### config.mk
export PLATFORM = sky130hd
export DESIGN_NAME = cpu_ratio_gen
export DESIGN_NICKNAME = d
export VERILOG_FILES = /design/src/rtl/cpr_pkg.sv /design/src/rtl/cpr_cfg.sv /design/src/rtl/cpr_prediv.sv /design/src/rtl/cpr_phase.sv /design/src/rtl/cpu_ratio_gen.sv
export SDC_FILE = /design/constraint.sdc
export NUM_CORES = 1
export LEC_CHECK = 0
export ABC_CLOCK_PERIOD_IN_PS = 4840
export CAP_MARGIN = 10
export CORE_MARGIN = 8
export CORE_UTILIZATION = 23
export DETAILED_ROUTE_END_ITERATION = 8
export SLEW_MARGIN = 0
export SYNTH_ARGS = -nofsm -noshare
export SYNTH_HDL_FRONTEND = slang
export SYNTH_SLANG_ARGS = --single-unit
### constraint.sdc
create_clock -name clk -period 4.84 [get_ports clk]
set_input_delay 1.452 -clock clk [delete_from_list [all_inputs] [get_ports clk]]
set_output_delay 1.452 -clock clk [all_outputs]
set_load 0.01 [all_outputs]
### src/rtl/cpr_pkg.sv
package cpr_pkg;
    localparam int SRC_N    = 3;
    localparam int SRC_LSB  = 4;
    localparam int DIV_LSB  = 8;
    localparam int DIV_W    = 6;
    localparam int MODE_BIT = 0;
    localparam int REG_W    = DIV_LSB + DIV_W;

    typedef enum logic [2:0] {
        PH0 = 3'd0,
        PH1 = 3'd1,
        PH2 = 3'd2,
        PH3 = 3'd3,
        PH4 = 3'd4,
        PH5 = 3'd5
    } phase_t;

    typedef struct packed {
        logic [1:0]       src_code;
        logic [DIV_W-1:0] div;
        logic             mode6;
    } cfg_t;

    localparam cfg_t CFG_RESET = '{src_code: 2'd0, div: DIV_W'(1), mode6: 1'b0};
endpackage

### src/rtl/cpr_cfg.sv
module cpr_cfg
    import cpr_pkg::*;
(
    input  logic             clk,
    input  logic             rst,
    input  logic             wr_en,
    input  logic             wr_addr,
    input  logic [REG_W-1:0] wr_data,
    input  logic             apply,
    output cfg_t             act
);
    cfg_t pend;
    logic unused_bits;

    assign unused_bits = ^{wr_data[SRC_LSB-1:MODE_BIT+1], wr_data[DIV_LSB-1:SRC_LSB+2]};

    always_ff @(posedge clk) begin
        if (rst) begin
            pend <= CFG_RESET;
            act  <= CFG_RESET;
        end else begin
            if (wr_en) begin
                if (!wr_addr) begin
                    pend.src_code <= wr_data[SRC_LSB +: 2];
                    pend.div      <= wr_data[DIV_LSB +: DIV_W];
                end else begin
                    pend.mode6    <= wr_data[MODE_BIT];
                end
            end
            if (apply) begin
                act <= pend;
            end
        end
    end

    AST_CFG_HELD: assert property (@(posedge clk) disable iff (rst)
        !apply |=> $stable(act));
endmodule

### src/rtl/cpr_prediv.sv
module cpr_prediv
    import cpr_pkg::*;
(
    input  logic             clk,
    input  logic             rst,
    input  logic [SRC_N-1:0] src_en,
    input  logic [1:0]       src_code,
    input  logic [DIV_W-1:0] div,
    output logic             base_tick
);
    logic             sel;
    logic [DIV_W-1:0] eff;
    logic [DIV_W-1:0] cnt;

    always_comb begin
        unique case (src_code)
            2'd0, 2'd1: sel = src_en[1];
            2'd2:       sel = src_en[2];
            default:    sel = src_en[0];
        endcase
    end

    assign eff       = (div == '0) ? DIV_W'(1) : div;
    assign base_tick = !rst && sel && (cnt == eff - DIV_W'(1));

    always_ff @(posedge clk) begin
        if (rst) begin
            cnt <= '0;
        end else if (sel) begin
            if (cnt == eff - DIV_W'(1)) cnt <= '0;
            else                        cnt <= cnt + DIV_W'(1);
        end
    end

    AST_PREDIV_RANGE: assert property (@(posedge clk) disable iff (rst)
        cnt < eff);
    AST_IDLE_SOURCE: assert property (@(posedge clk) disable iff (rst)
        !sel |-> !base_tick);
endmodule

### src/rtl/cpr_phase.sv
module cpr_phase
    import cpr_pkg::*;
(
    input  logic clk,
    input  logic rst,
    input  logic base_tick,
    input  logic mode6,
    output logic tick_full,
    output logic tick_half,
    output logic tick_mid,
    output logic tick_slow,
    output logic boundary
);
    phase_t state, nxt;

    always_comb begin
        nxt = state;
        if (base_tick) begin
            unique case (state)
                PH0:     nxt = PH1;
                PH1:     nxt = PH2;
                PH2:     nxt = PH3;
                PH3:     nxt = mode6 ? PH4 : PH0;
                PH4:     nxt = PH5;
                PH5:     nxt = PH0;
                default: nxt = PH0;
            endcase
        end
    end

    always_ff @(posedge clk) begin
        if (rst) state <= PH0;
        else     state <= nxt;
    end

    always_comb begin
        tick_full = base_tick;
        tick_half = base_tick && (state == PH0 || state == PH2 || state == PH4);
        tick_mid  = base_tick && (mode6 ? (state == PH0 || state == PH3)
                                        : (state == PH0 || state == PH2));
        tick_slow = base_tick && (state == PH0);
        boundary  = base_tick && (mode6 ? (state == PH5) : (state == PH3));
    end

    AST_SLOW_ALIGNED: assert property (@(posedge clk) disable iff (rst)
        tick_slow |-> (tick_full && tick_half && tick_mid));
    AST_SUB_ON_FULL: assert property (@(posedge clk) disable iff (rst)
        (tick_half || tick_mid) |-> tick_full);
    AST_HALF_SPACED: assert property (@(posedge clk) disable iff (rst)
        tick_half |=> !tick_half);
    AST_PHASE_IN_RANGE: assert property (@(posedge clk) disable iff (rst)
        !mode6 |-> (state == PH0 || state == PH1 || state == PH2 || state == PH3));
    AST_WRAP_TO_SLOW: assert property (@(posedge clk) disable iff (rst)
        boundary |=> (state == PH0));
endmodule

### src/rtl/cpu_ratio_gen.sv
module cpu_ratio_gen
    import cpr_pkg::*;
(
    input  logic             clk,
    input  logic             rst,
    input  logic [SRC_N-1:0] src_en,
    input  logic             wr_en,
    input  logic             wr_addr,
    input  logic [REG_W-1:0] wr_data,
    output logic             tick_full,
    output logic             tick_half,
    output logic             tick_mid,
    output logic             tick_slow
);
    cfg_t act;
    logic base_tick;
    logic boundary;

    cpr_cfg u_cfg (
        .clk     (clk),
        .rst     (rst),
        .wr_en   (wr_en),
        .wr_addr (wr_addr),
        .wr_data (wr_data),
        .apply   (boundary),
        .act     (act)
    );

    cpr_prediv u_prediv (
        .clk       (clk),
        .rst       (rst),
        .src_en    (src_en),
        .src_code  (act.src_code),
        .div       (act.div),
        .base_tick (base_tick)
    );

    cpr_phase u_phase (
        .clk       (clk),
        .rst       (rst),
        .base_tick (base_tick),
        .mode6     (act.mode6),
        .tick_full (tick_full),
        .tick_half (tick_half),
        .tick_mid  (tick_mid),
        .tick_slow (tick_slow),
        .boundary  (boundary)
    );

    always_comb begin
        if (rst) begin
            AST_QUIET_RESET: assert (!tick_full && !tick_half && !tick_mid && !tick_slow);
        end
    end
endmodule

==> results.md, run 1 <==
- Share of cells above drive strength 1: 14.20%
- Measured slew at the worst slew-check pin: 597.5 ps
- Max Clk Rate: 212.9 MHz
- Avg Synthesized Cell Area: 8.920 um2
- Clock transition at path regs: 90 ps
- Largest family of logic cells by synthesized area: simple AND/OR/NAND/NOR gates
- TritonCTS clock tree: built
- Placement row count: 28
- Maximum number of pins on one net before global-route repair: 22
- Synthesized Nets: 177
- FF/Latch Area: 540.5 um2
- Slew Viols, Final: 0
- Placer Congestion: 0.7253
- Layout Cells excl Fill: 251
- Max Used Layer: met4
- Mux contribution to synthesized area: 9.412%
- Metal3 WL: 73 um
- FF+latch count, synth: 27
- Setup Skew: 2.873 ps
- DIE WIDTH: 93.53 um
- Arrival time at the worst endpoint: 3250 ps
- Clock root buffer master: clkbuf_8
- Crit-path cells: clkdlybuf4s50_1, mux2i_1, a21oi_2, o21ai_2, nor4_4, nand2_1, buf_4, inv_1, clkdlybuf4s50_1
- WL/cell: 10.97 um
- IO Pins: 25
- Vias in the first global route: 1039
- RSZ-0062 raised after global routing: no
- Vert. Die Dim: 93.53 um
- Hold Path Class: flip-flop to flip-flop
- Synth Area in XOR/XNOR: 5.701%
- Initial antenna violation count: 0
- Synth Area in Compound Gates: 11.67%
- Max-cap violation count: 0
- Synth Cell Area: 1383 um2
- Warnings from Yosys: 0
- Worst Path Buf+Inv: 4
- Initial Utilization: 23.63%
- Worst path slowest cell: clkdlybuf4s50_1
- Pwr Density: 239.4 nW/um2
- Most used cell, CP: clkdlybuf4s50_1
- Top Family by Delay on Critical Path: buffers and inverters
- Core area: 5851 um2
- Adder-Cell Fraction of Synth Area: 0.9050%
- Distinct cells, synth: 41
- FFs w/ async S/R, synth: 0%
- CTS buffer count: 3
- Setup Crit Path Kind: input pin to output port
- DRC: 0
- CP max stage delay: 520 ps
- Post-synthesis simple-gate area fraction: 29.68%
- All-layer global routing usage: 6.759%
- Sequential fraction of the synthesis area: 39.10%
- Final Setup Violations: 0
- Antenna cells: 0
- Synth Flop Type: dfxtp_1
- Max Buffers Root-to-Sink: 2
- Avg Vias per Cell: 4.454
- DRT met1 WL: 1.444 mm
- Status: completed
- Placed insts: 245
- CP Launch Type: input pin
- FILL cells: 618
- Worst ir drop on vdd: 0.1177 mV
- Final WS setup: 142.3 ps
- Initial DRC Count: 43
- Number of synthesized flops with an enable pin: 0
- Worst Setup End Kind: output port
- Tmin final: 4698 ps
- Multi-input gate area: 800.8 um2
- Remaining Overflow, GRT: 0
- Leakage power total: 0.6640 nW
- Worst slew margin: 60.08%
- Die ar.: 8748 um2
- Fin Hold WS: 456.6 ps
- Final Hold Fails: 0
- Required @ worst endpoint: 3390 ps
- Area delta synth->final: 24.62%
- Via count: 1118
- Remaining antenna violation count after routing: 0
- Crit path max fanout: 2
- CTS Sinks: 27
- TritonRoute pass-1 iters: 4
- Worst skew pair latency: 270 ps
- Global-route wire length before repair: 4.864 mm
- H-tree depth: 1
- Net count, final: 199
- Post-Syn Instances: 155
- Tcrit/Tclk final: 97.06%
- # port buffers: 19
- Met2 WL: 1.185 mm
- Detailed Place HPWL: 1.910 mm
- Final wirelength: 2.754 mm
- Place WS: -179.6 ps
## cells in the final DEF (no fill, tap or decap), types with 4 or more instances in the layout
cell type	n
buf_4	6
mux2_2	8
mux2i_1	4
nor2_1	14
nand2_1	22
nor2b_1	9
dfxtp_1	27
a21oi_1	10
clkdlybuf4s50_1	16
xor2_1	6
o21ai_0	4
## worst register-to-register path, cell delays in order (launching register included)
cell,delay (ps)
dfxtp_1,370
or4_4,580
a41o_1,250
nor4_1,390
nor4_4,100
buf_4,160
buf_4,160
nand4_4,180
mux2_2,360
## synthesized netlist by cell type, types with 4 or more instances
cell	instances	area, um2
dfxtp_1	27	540.5
nand2_1	22	82.58
nor2_1	14	52.55
a21oi_1	11	55.05
nor2b_1	9	56.30
mux2_2	8	90.09
clkbuf_1	6	22.52
xor2_1	6	52.55
mux2i_1	4	40.04
o21ai_0	4	20.02
## state kept, by name, indices dropped and copies added (netlist names)
| signal | count |
|---|---|
| u_prediv.cnt | 6 |
| u_cfg.act | 9 |
| u_phase.state | 3 |
| u_cfg.pend | 9 |
## where the power goes
group	internal, mW	leakage [nW]	switching [mW]	total [mW]
registers	0.228	0.219	0.00654	0.234
logic	0.0273	0.422	0.0213	0.0486
clock network	0.0591	0.0228	0.0703	0.129
total	0.314	0.664	0.0982	0.412
## kinds of logic after synthesis
family                     after synthesis
xor gates and xnor gates                 9
adders and majority gates                1
buffers and inverters                   11
and+or+nand+nor                         70
muxes                                   12
AOI/OAI and AO/OA                       25
DFF                                     27
## path summary, 6_finish.rpt
kind            startpoint       endpoint  slack (ps)  cells after the start
min reg2reg  u_cfg.pend[8]  u_cfg.pend[8]         460                      2
max              src_en[0]      tick_full         140                      9
max reg2reg   u_cfg.act[6]   u_cfg.act[0]        2180                      8
min          u_cfg.pend[8]  u_cfg.pend[8]         460                      2
## metal layers
metal | vias up | GRT usage, %
li1 | 594 | -
met1 | 499 | 9.334
met2 | 20 | 9.694
met3 | 5 | 1.442
met4 | 0 | 3.170
met5 | - | 0
## what timing repair did
action | 4_1_cts | 5_1_grt
pin swaps | 3 | 0
endpoints found under the setup margin | 4 | 1
setup buffers | 2 | 0
resized for setup | 4 | 1
gates cloned | 0 | 0
hold buffers | 0 | 0
## final cells by class
| cell class | count | share of cell area (%) |
|---|---|---|
| Clock buffer | 4 | 2.614 |
| Multi-Input combinational cell | 117 | 46.48 |
| Inverter | 3 | 0.6536 |
| Tap cell | 75 | 5.447 |
| Timing Repair Buffer | 25 | 13.44 |
| Sequential cell | 27 | 31.37 |
## stage by stage
step / instance area [um2] / total power [mW] / TNS [ps] / util [%]
finish: 1723 / 0.4124 / 0 / 29.45
global route: 1723 / 0.4355 / 0 / 29.45
CTS: 1719 / 0.4201 / 0 / 29.38
detailed placement: 1659 / 0.2881 / -564.0 / 28.36
global placement: 1659 / 0.2877 / -550.9 / 28.36
floorplan: 1383 / 0.2637 / 0 / -
(Power assumes the default switching activity.)
==> inputs of run 2 (changes only) <==
Settings changed: SETUP_SLACK_MARGIN set to 0.3.
==> results.md, run 2 (same netlist as run 1, synthesis figures left out) <==
- Initial Utilization: 23.63%
- Critical path capture point: tick_slow
- CTS Sinks: 27
- WL/cell: 11.02 um
- DIE WIDTH: 93.53 um
- Required @ worst endpoint: 3390 ps
- CTS buffer count: 3
- Logic pwr share: 12.1%
- CP Launch Type: input pin
- Via count: 1124
- Worst r2r path cells: 9
- Placer Congestion: 0.7253
- Fin Hold WS: 456.8 ps
- # port buffers: 19
- Tcrit/Tclk final: 87.81%
- Final wirelength: 2.787 mm
- Global-route wire length before repair: 4.905 mm
- Detailed Place HPWL: 1.910 mm
- Net count, final: 201
- Worst slew margin: 60.09%
- H-tree depth: 1
- IO Pins: 25
- Placement row count: 28
- M2 GR Usage: 9.871%
- Vert. Die Dim: 93.53 um
- FILL cells: 616
- Clock transition at path regs: 90 ps
- Status: completed
- Max Buffers Root-to-Sink: 2
- Worst skew pair latency: 270 ps
- Avg Vias per Cell: 4.443
- Remaining Overflow, GRT: 0
- Pwr Density: 236.8 nW/um2
- Sw Ratio: 23.94%
- Slew Viols, Final: 0
- Total power: 0.4142 mW
- Core area: 5851 um2
- Initial DRC Count: 42
- Hold Path Class: flip-flop to flip-flop
- Setup Skew: 3.074 ps
- Met1 usage: 9.334%
- DRC: 0
- TritonRoute pass-1 iters: 4
- Final WS setup: 590.0 ps
- Hold Crit Depth: 2
- RR Endpoint: u_cfg.act[0]
- Remaining antenna violation count after routing: 0
- Sw Pwr: 0.09917 mW
- Area delta synth->final: 26.52%
- Die ar.: 8748 um2
- Most common cell after layout, fill and taps aside: dfxtp_1
- Biggest regs: u_cfg.act: 9 flops, u_cfg.pend: 9 flops, u_prediv.cnt: 6 flops
- Max Clk Rate: 235.3 MHz
- TritonCTS clock tree: built
- Maximum number of pins on one net before global-route repair: 22
- Arrival time at the worst endpoint: 2800 ps
- Crit. Startpoint: src_en[0]
- Clock root buffer master: clkbuf_8
- Register share of total power: 56.6%
- FF/Latch Area: 540.5 um2
- Final Setup Violations: 0
- Place WS: -179.6 ps
- Vias in the first global route: 1057
- Multi-input gate area: 812.0 um2
- Final Hold Fails: 0
- Setup Crit Path Kind: input pin to output port
- Met3 Use GR: 1.442%
- Worst ir drop on vdd: 0.1181 mV
- Max-cap violation count: 0
- Most frequent cells in the layout: dfxtp_1 (27), nand2_1 (22), nor2_1 (14), clkdlybuf4s50_1 (12), a21oi_1 (10)
- R2r setup slk: 2060 ps
- Tmin final: 4250 ps
- Critical R2R Launch: u_cfg.act[6]
- Worst Setup End Kind: output port
- Final design utilization: 29.90%
- RSZ-0062 raised after global routing: no
- Crit path max fanout: 2
- All-layer global routing usage: 6.809%
- Gr busiest metal: met2
- Initial antenna violation count: 0
- Clock power share: 31.2%
- Leakage power total: 0.7003 nW
- Share of cells above drive strength 1: 17.98%
- Measured slew at the worst slew-check pin: 597.5 ps
- Internal: 0.3151 mW
- Antenna cells: 0
## run 2: layout make-up
class	count	share of cell area, %
inverter	3	0.6438
timing repair buffer	27	14.09
clock buffer	4	2.575
sequential	27	30.90
tap	75	5.365
multi-input combinational	117	46.42
## run 2: per-stage QoR
| stage | instance area, um2 | std cells | TNS, ps |
|---|---|---|---|
| final | 1749 | 253 | 0 |
| after global routing | 1749 | 253 | 0 |
| after CTS | 1727 | 252 | 0 |
| after detailed placement | 1659 | 245 | -564.0 |
| after global placement | 1659 | 245 | -550.9 |
| after floorplan | 1383 | 155 | 0 |
## run 2: per-layer routing
| metal | vias up | wire length (um) |
|---|---|---|
| met5 | - | 0 |
| met4 | 0 | 68 |
| met3 | 7 | 68 |
| met2 | 20 | 1208 |
| met1 | 500 | 1442 |
| li1 | 597 | - |
## run 2: worst max-delay path: stages
cell	delay [ps]
dlymetal6s2s_1	90
mux2i_1	80
a21oi_2	190
o21ai_2	90
nor4_4	250
nand2_1	130
buf_6	140
nor4_2	210
buf_2	170
## run 2: power groups by stage
stage | clock, mW | sequential [mW] | combinational (mW)
floorplan | 0 | 0.236 | 0.0281
global placement | 0 | 0.239 | 0.0484
detailed placement | 0 | 0.239 | 0.0487
CTS | 0.137 | 0.234 | 0.0498
global route | 0.145 | 0.236 | 0.0564
finish | 0.129 | 0.235 | 0.0503
## run 2: worst min path at each step
stage	startpoint	to	slack, ps
finish	u_cfg.pend[3]	u_cfg.pend[3]	460
global route	u_cfg.pend[8]	u_cfg.pend[8]	470
global placement	u_cfg.pend[6]	u_cfg.pend[6]	440
detailed placement	u_cfg.pend[0]	u_cfg.pend[0]	450
CTS	u_cfg.pend[0]	u_cfg.pend[0]	460
floorplan	u_cfg.pend[0]	u_cfg.pend[0]	430
## run 2: timing repair
item | CTS | global route
hold buffers | 0 | 0
buffers inserted | 3 | 1
resized for setup | 10 | 13
pin swaps | 3 | 5
cloned | 0 | 0
setup endpoints to repair | 4 | 4
==> inputs of run 3 (changes only) <==
Settings changed: SKIP_CTS_REPAIR_TIMING set to 1.
==> results.md, run 3 (same netlist as run 1, synthesis figures left out) <==
- Status: completed
- H-tree depth: 1
- Worst Setup End Kind: output port
- Setup Crit Path Kind: input pin to output port
- Max-cap violation count: 0
- R2r setup slk: 2210 ps
- Place WS: -179.6 ps
- Measured slew at the worst slew-check pin: 597.6 ps
- Total power: 0.4141 mW
- Max Buffers Root-to-Sink: 2
- TritonRoute pass-1 iters: 4
- Hold path startpoint: u_cfg.pend[3]
- Slew Viols, Final: 0
- Hold endpoint: u_cfg.pend[3]
- Clock root buffer master: clkbuf_8
- CP Launch Type: input pin
- TritonCTS clock tree: built
- # port buffers: 19
- Critical R2R Launch: u_cfg.act[6]
- Final Setup Violations: 0
- CTS Sinks: 27
- Clock transition at path regs: 90 ps
- Remaining antenna violation count after routing: 0
- Vert. Die Dim: 93.53 um
- Worst skew pair latency: 270 ps
- Initial Utilization: 23.63%
- Max Clk Rate: 222.9 MHz
- Area delta synth->final: 25.88%
- FILL cells: 619
- Avg Vias per Cell: 4.425
- Fin Hold WS: 456.8 ps
- WL/cell: 11.01 um
- Tmin final: 4486 ps
- Via count: 1115
- Detailed Place HPWL: 1.910 mm
- Setup TNS Final: 0 ps
- Global-route wire length before repair: 4.754 mm
- Worst ir drop on vdd: 0.1183 mV
- Die ar.: 8748 um2
- Initial DRC Count: 49
- Net count, final: 200
- Final Hold Fails: 0
- IO Pins: 25
- Placement row count: 28
- Leakage power total: 0.6937 nW
- All-layer global routing usage: 6.592%
- Biggest regs: u_cfg.act: 9 flops, u_cfg.pend: 9 flops, u_prediv.cnt: 6 flops
- Initial antenna violation count: 0
- Worst slew margin: 60.08%
- RSZ-0062 raised after global routing: yes
- Vias in the first global route: 1031
- Core area: 5851 um2
- Remaining Overflow, GRT: 0
- Required @ worst endpoint: 3390 ps
- DRC: 0
- Final WS setup: 354.1 ps
- Most frequent cells in the layout: dfxtp_1 (27), nand2_1 (21), clkdlybuf4s50_1 (15), nor2_1 (14), a21oi_1 (10)
- Crit path max fanout: 3
- Setup Skew: 3.546 ps
- Arrival time at the worst endpoint: 3030 ps
- Hold Crit Depth: 2
- Share of cells above drive strength 1: 16.95%
- Most common cell after layout, fill and taps aside: dfxtp_1
- Worst r2r path cells: 8
- Final wirelength: 2.774 mm
- Pwr Density: 237.9 nW/um2
- Hold Path Class: flip-flop to flip-flop
- DIE WIDTH: 93.53 um
- CTS buffer count: 3
- Maximum number of pins on one net before global-route repair: 22
- Tcrit/Tclk final: 92.68%
- Placer Congestion: 0.7253
- RR Endpoint: u_cfg.act[0]
- Antenna cells: 0
[run 3: worst max path at each step]
stage,start,end,slack [ps],cells after the start
2_1_floorplan,src_en[0],tick_slow,320,6
3_3_place_gp,src_en[0],tick_slow,-160,8
3_5_place_dp,src_en[0],tick_slow,-180,8
4_1_cts,src_en[0],tick_slow,-190,8
5_1_grt,src_en[0],tick_slow,150,9
6_report,src_en[0],tick_slow,350,9
[run 3: critical path, cell delays in order]
cell             delay, ps
clkdlybuf4s50_1        460
mux2i_1                 80
a21oi_2                170
o21ai_2                 90
nor4_4                 180
buf_4                  160
nand2_2                 60
nor4_1                 180
dlymetal6s2s_1         200
[run 3: area by class of cell]
cell class              count  area [um2]  area share (%)
multi-input cells         117       808.3           46.44
flip-flops and latches     27       540.5           31.06
repair buffers             26       241.5           13.87
well taps                  75       93.84           5.392
clock buffers               4       45.04           2.588
inverters                   3       11.26          0.6470
[run 3: power by group]
group	total, mW	internal (mW)	switching, mW
clock network	0.129	0.0591	0.0703
logic	0.0505	0.0285	0.0221
registers	0.234	0.228	0.00643
[run 3: metal layers]
layer  track usage [%]  vias up  wire length [um]
met5                 0        -                 0
met4             3.170        0                51
met3             1.442        5                78
met2             9.577       24              1198
met1             8.959      491              1446
li1                  -      595                 -
[run 3: per-stage QoR]
step | utilization, % | cell area [um2] | instances
floorplan | - | 1383 | 155
global placement | 28.36 | 1659 | 245
detailed placement | 28.36 | 1659 | 245
CTS | 29.13 | 1704 | 249
global route | 29.75 | 1740 | 252
finish | 29.75 | 1740 | 252
